**config.mk**
```make
export PLATFORM = sky130hd
export DESIGN_NAME = chan_cmd_port
export DESIGN_NICKNAME = d
export VERILOG_FILES = /design/src/rtl/chan_cmd_port.sv
export SDC_FILE = /design/constraint.sdc
export NUM_CORES = 1
export LEC_CHECK = 0
export ABC_AREA = 1
export BUFFER_PORTS_ARGS = -buffer_cell sky130_fd_sc_hd__buf_2
export CORE_UTILIZATION = 55
export CTS_CLUSTER_DIAMETER = 120
export DETAILED_ROUTE_END_ITERATION = 6
export MAX_ROUTING_LAYER = met4
export PLACE_DENSITY_LB_ADDON = 0.08
export REMOVE_ABC_BUFFERS = 1
export SYNTH_ARGS = -nofsm -noshare
export SYNTH_HDL_FRONTEND = slang
export SYNTH_SLANG_ARGS = --single-unit
export TNS_END_PERCENT = 1
```
**constraint.sdc**
```tcl
create_clock -name clk -period 1.8 [get_ports clk]
set_input_delay 0.18 -clock clk [delete_from_list [all_inputs] [get_ports clk]]
set_output_delay 0.18 -clock clk [all_outputs]
set_load 0.01 [all_outputs]
```
**src/rtl/chan_cmd_port.sv**
```systemverilog
module chan_cmd_port #(
  parameter int CPG  = 4,
  parameter int NREG = 4
) (
  input  logic                          clk,
  input  logic                          rst_n,
  input  logic                          sck,
  input  logic [1:0]                    cs_n,
  input  logic                          sdi,
  output logic                          sdo,
  input  logic [$clog2(2*CPG)-1:0]      insp_ch,
  input  logic [$clog2(NREG)-1:0]       insp_addr,
  output logic [7:0]                    insp_data
);
  localparam int NCH = 2 * CPG;
  localparam int AW  = $clog2(NREG);
  localparam logic [7:0] CMD_EN_WR = 8'h4A;
  localparam logic [7:0] CMD_EN_RD = 8'h4B;

  logic                    sck_q;
  logic [3:0]              cnt;
  logic [7:0]              shreg, cmd, obuf, rd_val;
  logic [1:0][CPG-1:0]     en;
  logic [7:0]              rf [NCH][NREG];

  wire             any_sel = ~&cs_n;
  wire             rise    = sck & ~sck_q;
  wire [7:0]       byte_in = {shreg[6:0], sdi};
  wire             last    = rise && any_sel && cnt == 4'd15;
  wire [NCH-1:0]   hit     = en & {{CPG{~cs_n[1]}}, {CPG{~cs_n[0]}}};
  wire             in_par  = byte_in[7:4] == 4'h1 && int'(byte_in[3:1]) < NREG;
  wire             cmd_par = cmd[7:4] == 4'h1 && int'(cmd[3:1]) < NREG;
  wire [AW-1:0]    in_addr  = byte_in[1 +: AW];
  wire [AW-1:0]    cmd_addr = cmd[1 +: AW];

  assign sdo       = obuf[7];
  assign insp_data = rf[insp_ch][insp_addr];

  always_comb begin
    rd_val = '0;
    if (byte_in == CMD_EN_RD) begin
      if (!cs_n[1]) rd_val = 8'(en[1]);
      if (!cs_n[0]) rd_val = 8'(en[0]);
    end else if (in_par && byte_in[0]) begin
      for (int i = NCH - 1; i >= 0; i--)
        if (hit[i]) rd_val = rf[i][in_addr];
    end
  end

  always_ff @(posedge clk or negedge rst_n) begin
    if (!rst_n) begin
      sck_q <= 1'b0;
      cnt   <= '0;
      shreg <= '0;
      cmd   <= '0;
      obuf  <= '0;
    end else begin
      sck_q <= sck;
      if (!any_sel) begin
        cnt  <= '0;
        obuf <= '0;
      end else if (rise) begin
        cnt   <= cnt + 4'd1;
        shreg <= byte_in;
        if (cnt == 4'd7) begin
          cmd  <= byte_in;
          obuf <= rd_val;
        end else begin
          obuf <= {obuf[6:0], 1'b0};
        end
      end
    end
  end

  always_ff @(posedge clk or negedge rst_n) begin
    if (!rst_n) begin
      en <= '0;
      for (int i = 0; i < NCH; i++)
        for (int j = 0; j < NREG; j++)
          rf[i][j] <= '0;
    end else if (last) begin
      if (cmd == CMD_EN_WR) begin
        for (int g = 0; g < 2; g++)
          if (!cs_n[g]) en[g] <= byte_in[CPG-1:0];
      end else if (cmd_par && !cmd[0]) begin
        for (int i = 0; i < NCH; i++)
          if (hit[i]) rf[i][cmd_addr] <= byte_in;
      end
    end
  end

  assert_enable_only_at_frame_end_R6: assert property (@(posedge clk) disable iff (!rst_n)
    !$stable(en) |-> $past(rise && any_sel && cnt == 4'd15));

  assert_enable_only_by_mask_cmd_R2: assert property (@(posedge clk) disable iff (!rst_n)
    !$stable(en) |-> $past(cmd) == CMD_EN_WR);

  assert_one_bit_per_rise_R8: assert property (@(posedge clk) disable iff (!rst_n)
    (rise && any_sel && cnt != 4'd15) |=> cnt == $past(cnt) + 4'd1);

  assert_sdo_quiet_in_cmd_R8: assert property (@(posedge clk) disable iff (!rst_n)
    (cnt < 4'd8) |-> !sdo);

  assert_deselect_clears_count_R6: assert property (@(posedge clk) disable iff (!rst_n)
    (&cs_n) |=> cnt == 4'd0);
endmodule

```
==> results of run 1 <==
-- routing by layer --
metal / up-vias / GRT usage, % / wire, um / part of all wire, %
met5: - / - / 0 / 0
met4: 0 / 13.0 / 1650 / 3.1
met3: 128 / 4.83 / 4980 / 9.3
met2: 903 / 58.3 / 24200 / 45
met1: 7496 / 52.9 / 22800 / 43
li1: 7214 / - / - / -
-- per-stage QoR --
| stage | std cells | util [%] | hold WS (ns) | setup TNS, ns | worst slack [ns] |
|---|---|---|---|---|---|
| detailed placement | 2470 | 61.6 | 0.0746 | -20.67 | -0.325 |
| finish | 2549 | 67.1 | 0.0914 | -9.70 | -0.314 |
| global placement | 2470 | 61.6 | 0.0738 | -12.31 | -0.331 |
| CTS | 2545 | 66.7 | 0.0682 | -8.54 | -0.263 |
| global route | 2549 | 67.1 | 0.0684 | -36.82 | -0.366 |
| floorplan | 1918 | - | -0.116 | -617.83 | -4.26 |
-- cells by family after synthesis --
family	Yosys count	share of synthesized area [%]
xor gates and xnor gates	1	0.0550
DFF	292	45.9
buffers and inverters	229	6.19
and+or+nand+nor	944	26.2
AOI/OAI and AO/OA	619	21.6
adders and majority gates	1	0.0786
-- worst max-delay path, stage by stage (launching register included) --
cell and delay (ns):
sky130_fd_sc_hd__dfrtp_1 0.39, sky130_fd_sc_hd__nor2_2 0.06, sky130_fd_sc_hd__o22ai_2 0.23, sky130_fd_sc_hd__nor2_1 0.07
sky130_fd_sc_hd__nor2_1 0.10, sky130_fd_sc_hd__o21ai_1 0.07, sky130_fd_sc_hd__a32oi_1 0.23, sky130_fd_sc_hd__buf_4 0.17
sky130_fd_sc_hd__buf_6 0.10
-- sequential cells by signal, summed over array words and instances (netlist names) --
signal and flops:
rf 256, en 8, cmd 8, sck_q 1, obuf 8, cnt 4
shreg 7
-- final cells by class --
cell class              count  area, um^2
well taps                 378         473
clock buffers              54        1080
repair buffers            191        1900
flip-flops and latches    292        7310
fillers                  2380        9280
inverters                  61         239
multi-input cells        1565        7740
clock inverters             8         140
-- repair_timing --
| action | CTS | global route |
|---|---|---|
| resized for setup | 38 | 20 |
| buffers inserted | 11 | 3 |
| endpoints found under the hold margin | 293 | 0 |
| gates cloned | 0 | 1 |
| pin swaps | 16 | 20 |
| setup endpoints to repair | 243 | 272 |
| hold buffers | 2 | 0 |
-- cells in the mapped netlist (all sizes together) (4+ instances only) --
| cell type | count | area, um^2 |
|---|---|---|
| nand2 | 555 | 2080 |
| buf | 65 | 369 |
| dfrtp | 292 | 7310 |
| clkbuf | 103 | 387 |
| o221ai | 49 | 429 |
| o22ai | 18 | 113 |
| a32o | 8 | 80.1 |
| a32oi | 8 | 70.1 |
| nor2 | 232 | 901 |
| a21oi | 29 | 145 |
| o21ai | 477 | 2390 |
| a31oi | 22 | 138 |
| o221a | 4 | 45.0 |
| inv | 59 | 221 |
| nor4 | 5 | 31.3 |
| nand3 | 147 | 1120 |
-- power by group through the flow --
| stage | clock [mW] | combinational, mW | sequential (mW) |
|---|---|---|---|
| finish | 7.48 | 3.01 | 6.69 |
| global route | 7.76 | 3.21 | 6.70 |
| CTS | 7.54 | 2.90 | 6.69 |
| detailed placement | 0 | 2.85 | 6.81 |
| global placement | 0 | 2.82 | 6.81 |
| floorplan | 0 | 1.24 | 6.91 |
-- path summary, 6_finish.rpt --
check                                     start  slack (ns)                    to
min in group asynchronous                 rst_n        0.14    rf[89]$_DFFE_PN0P_
max reg2reg                shreg[0]$_DFFE_PN0P_       -0.23   obuf[3]$_DFFE_PN0P_
min reg2reg                 obuf[6]$_DFFE_PN0P_        0.48   obuf[6]$_DFFE_PN0P_
min                                         sdi        0.09  shreg[0]$_DFFE_PN0P_
max                         rf[128]$_DFFE_PN0P_       -0.31          insp_data[0]
max in group asynchronous                 rst_n        0.98    cnt[3]$_DFFE_PN0P_
==> impl_results.md, run 1 <==
- Routed Antenna Nets: 0
- Cell area after placement: 17300 um^2
- Period minus WS final: 2.11 ns
- Slew Viols, Final: 0
- Ys async rst share: 100%
- Worst-Margin Slew: 0.548 ns
- Boundary Pins: 20
- CTS tree: built
- Mean instance size in the synthesized netlist: 7.63 um^2
- Detailed placement HPWL: 36600 um
- Hold/Removal Path Class: in2reg
- CTS clock-pin slew for the worst setup and hold paths: 0.06 ns
- CTS sink count: 292
- Number of rows in the core area: 61
- Net Switching: 4.89 mW
- Share of power burned in the clock network: 43.5%
- Period Utilization, post-route: 117%
- Total of endpoints with negative setup slack in the final report: 147
- Failing checks: setup timing
- Fmax: 473 MHz
- Remaining max-slew budget at the tightest pin: 63.4%
- Initial core utilization: 56.5%
- Std-Cell Core Area: 28200 um^2
- Crit-path max FO: 3
- Critical path type: reg2out
- Post-detailed-route DRC marker count: 0
- Most frequent cells in the layout: 548 x sky130_fd_sc_hd__nand2_1, 290 x sky130_fd_sc_hd__dfrtp_1, 258 x sky130_fd_sc_hd__o21ai_1
- R2r worst-path depth: 15
- Insertion delay to the later sink of the worst-skew pair: 0.52 ns
- Layout overhead on the synthesized area: 18.6%
- Fraction of power consumed by sequential logic: 39.0%
- Worst Clk Skew: 0.0102 ns
- Leakage power of the design: 8.15 nW
- Nets@finish: 2158
- Quantity of I/O buffers inserted on ports: 19
- Largest vdd supply drop: 0.000688 V
- Chip width: 172 um
- Number of storage elements in the synthesis netlist: 292
- CP arrival: 1.93 ns
- Seq/Total Area, Yosys: 45.9%
- CTS buffer count: 35
- Number of flops mapped to enable cells by yosys: 0
- Number of global-route vias before repair: 14500
- Total routing resource utilization after global routing: 38.3%
- Proportion of power drawn by combinational gates: 17.5%
- Crit path required time: 1.62 ns
- Avg Vias per Cell: 6.18
- Most common cell after layout, fill and taps aside: sky130_fd_sc_hd__nand2_1
- Primary FF master, synth: sky130_fd_sc_hd__dfrtp_1
- Detail-routed net length per standard cell: 21.1 um
- First-pass iteration count of the detailed router: 6
- Startpoint kind of the worst setup timing path: flip-flop
- Overflow left after global routing: 0
- Power Density: 910 nW/um^2
- Clock root buffer: sky130_fd_sc_hd__clkbuf_16
- Int Pwr: 12.3 mW
- Total wire length after detailed routing: 53700 um
- RSZ-0062 raised after global routing: true
- Post-route cell area: 18900 um^2
- Diodes inserted: 0
- Endpoint kind of the worst setup timing path: output pin
- Library cells used by synthesis: 33
- Fraction of final layout cells with drive strength greater than 1: 14.6%
- Die ar.: 29600 um^2
- Final Hold Fails: 0
- Fraction of power spent switching nets: 28.5%
- CTS H-tree depth: 2
- Cell area after synthesis: 15900 um^2
- Antenna violations before repair: 0
- Die span in y: 172 um
- Number of warnings printed during yosys synthesis: 0
- DR vias: 15700
- Number of max-capacitance violations reported: 0
- Final critical-path setup slack: -0.314 ns
- Total power of the final layout: 17.2 mW
- Largest net degree at the start of global routing: 65
- Number of standard cells after synthesis: 2086
- Wire length of the first global-routing pass: 83500 um
- GP Congestion: 0.952
- Result of the run: complete, but fails checks
- Starting DRT DRC Count: 1762
- Largest buffer count on any clock path: 3
- Number of instances on the worst hold path: 3
(Power assumes the default switching activity.)
==> run 2: changes to the inputs <==
Settings changed: RECOVER_POWER set to 50.
==> run 2 against run 1 <==
  * The flow still finishes with violations (setup timing)
  * Cell count stayed put
  * Count of clock-buffer cells in the layout stayed put
  * Die area stayed put
  * Cell area is 0.26% lower
  * Critical path depth stayed put
  * Core utilization is 0.17 points lower
  * Power hardly changed
  * Setup slack better by 0.0058 ns
  * First-iteration DRC count is 10% higher
==> impl_results.md, run 2 (same netlist as run 1, synthesis figures left out) <==
- CTS H-tree depth: 2
- Register containing the most flip-flops in the final layout: rf
- Quantity of I/O buffers inserted on ports: 19
- Failing checks: setup timing
- Result of the run: complete, but fails checks
- Total routing resource utilization after global routing: 38.3%
- Crit path required time: 1.62 ns
- Critical path type: reg2out
- Largest vdd supply drop: 0.000689 V
- Number of rows in the core area: 61
- Post-route cell area: 18800 um^2
- Minimum setup slack among reg-to-reg paths: -0.22 ns
- Power Density: 912 nW/um^2
- Worst Clk Skew: 0.0109 ns
- Cell area after placement: 17300 um^2
- CTS clock-pin slew for the worst setup and hold paths: 0.06 ns
- CP arrival: 1.93 ns
- Hold/Removal Path Class: in2reg
- Detailed-routed wire length on met3: 5200 um
- Total of endpoints with negative setup slack in the final report: 144
- Most common cell after layout, fill and taps aside: sky130_fd_sc_hd__nand2_1
- Final critical-path setup slack: -0.308 ns
- Fmax: 474 MHz
- Leakage power of the design: 8.13 nW
- Insertion delay to the later sink of the worst-skew pair: 0.52 ns
- GP Congestion: 0.952
- Diodes inserted: 0
- DR vias: 15800
- Final Hold Fails: 0
- Routed met1 length: 22600 um
- Number of max-capacitance violations reported: 0
- Worst hold slack: 0.0865 ns
- Initial core utilization: 56.5%
- Routed Antenna Nets: 0
- Worst-Margin Slew: 0.961 ns
- Detail-routed net length per standard cell: 21.1 um
- Largest net degree at the start of global routing: 65
- Number of global-route vias before repair: 14500
- Total wire length after detailed routing: 53800 um
- Detailed placement HPWL: 36600 um
- Period minus WS final: 2.11 ns
- Overflow left after global routing: 0
- Period Utilization, post-route: 117%
- Fraction of final layout cells with drive strength greater than 1: 14.5%
- Met2 WL: 24200 um
- Wire length of the first global-routing pass: 83500 um
- Post-placement cell count: 2470
- CTS buffer count: 35
- Avg Vias per Cell: 6.21
- Die span in y: 172 um
- Flip-flop count of the largest register after layout: 256
- CTS sink count: 292
- Startpoint kind of the worst setup timing path: flip-flop
- Std-Cell Core Area: 28200 um^2
- Top Layer Used: met4
- Die ar.: 29600 um^2
- Nets@finish: 2158
- Most frequent cells in the layout: 548 x sky130_fd_sc_hd__nand2_1, 290 x sky130_fd_sc_hd__dfrtp_1, 258 x sky130_fd_sc_hd__o21ai_1
- Remaining max-slew budget at the tightest pin: 35.9%
- Starting DRT DRC Count: 1938
- Crit-path max FO: 3
- Layout overhead on the synthesized area: 18.3%
- Final Core Density: 66.9%
- Largest buffer count on any clock path: 3
- RSZ-0062 raised after global routing: true
- Antenna violations before repair: 0
- Clock root buffer: sky130_fd_sc_hd__clkbuf_16
- Slew Viols, Final: 0
- Post-detailed-route DRC marker count: 0
- First-pass iteration count of the detailed router: 6
- Chip width: 172 um
- CTS tree: built
- Boundary Pins: 20
- Final non-filler cell total: 2549
- Endpoint kind of the worst setup timing path: output pin
==> run 2: cell types whose count changed in the layout (fill, tap and decap cells not counted) <==
| cell | change |
|---|---|
| sky130_fd_sc_hd__buf_4 | -1 |
| sky130_fd_sc_hd__buf_6 | +4 |
| sky130_fd_sc_hd__buf_12 | -4 |
| sky130_fd_sc_hd__clkbuf_2 | +2 |
| sky130_fd_sc_hd__buf_8 | -1 |
| sky130_fd_sc_hd__clkbuf_1 | +1 |
| sky130_fd_sc_hd__buf_2 | -1 |
==> run 2: path summary, 6_finish.rpt <==
kind | from | to | depth (start not counted)
min in group asynchronous | rst_n | rf[89]$_DFFE_PN0P_ | 2
max | rf[128]$_DFFE_PN0P_ | insp_data[0] | 8
max reg2reg | shreg[0]$_DFFE_PN0P_ | obuf[3]$_DFFE_PN0P_ | 15
max in group asynchronous | rst_n | rf[67]$_DFFE_PN0P_ | 3
min reg2reg | obuf[6]$_DFFE_PN0P_ | obuf[6]$_DFFE_PN0P_ | 2
min | sdi | shreg[0]$_DFFE_PN0P_ | 3
==> run 2: area by class of cell <==
cell class	instances	area, um^2
timing repair buffer	191	1850
fill	2387	9330
multi-input combinational	1565	7740
clock inverter	8	140
tap	378	473
clock buffer	54	1080
inverter	61	239
sequential	292	7310
==> run 2: power breakdown <==
group          total [mW]  internal [mW]  leakage, nW  switching, mW
clock network        7.49           4.69        0.602           2.80
logic                2.99          0.953         3.48           2.03
registers            6.69           6.63         4.05         0.0625
==> run 2: critical path, stage by stage, from the launching register on <==
cell	delay (ns)
sky130_fd_sc_hd__dfrtp_1	0.39
sky130_fd_sc_hd__nor2_2	0.06
sky130_fd_sc_hd__o22ai_2	0.23
sky130_fd_sc_hd__nor2_1	0.07
sky130_fd_sc_hd__nor2_1	0.10
sky130_fd_sc_hd__o21ai_1	0.07
sky130_fd_sc_hd__a32oi_1	0.23
sky130_fd_sc_hd__buf_4	0.17
sky130_fd_sc_hd__buf_6	0.10
==> run 2: metal layers <==
metal / global-route usage (%) / vias up
li1: - / 7206
met1: 52.9 / 7509
met2: 58.3 / 963
met3: 4.83 / 145
met4: 13.0 / 0
met5: - / -
==> run 2: timing repair <==
action,4_1_cts,5_1_grt
hold buffers,2,0
cloned,0,1
gates resized for setup,38,20
endpoints found under the setup margin,243,272
pin swaps,16,20
buffers inserted,11,3
endpoints found under the hold margin,293,0
==> run 2: through the flow <==
step	TNS (ns)	worst slack (ns)	power, mW
global route	-36.82	-0.366	17.7
detailed placement	-20.67	-0.325	9.66
CTS	-8.54	-0.263	17.1
floorplan	-617.83	-4.26	8.15
global placement	-12.31	-0.331	9.63
finish	-9.42	-0.308	17.2
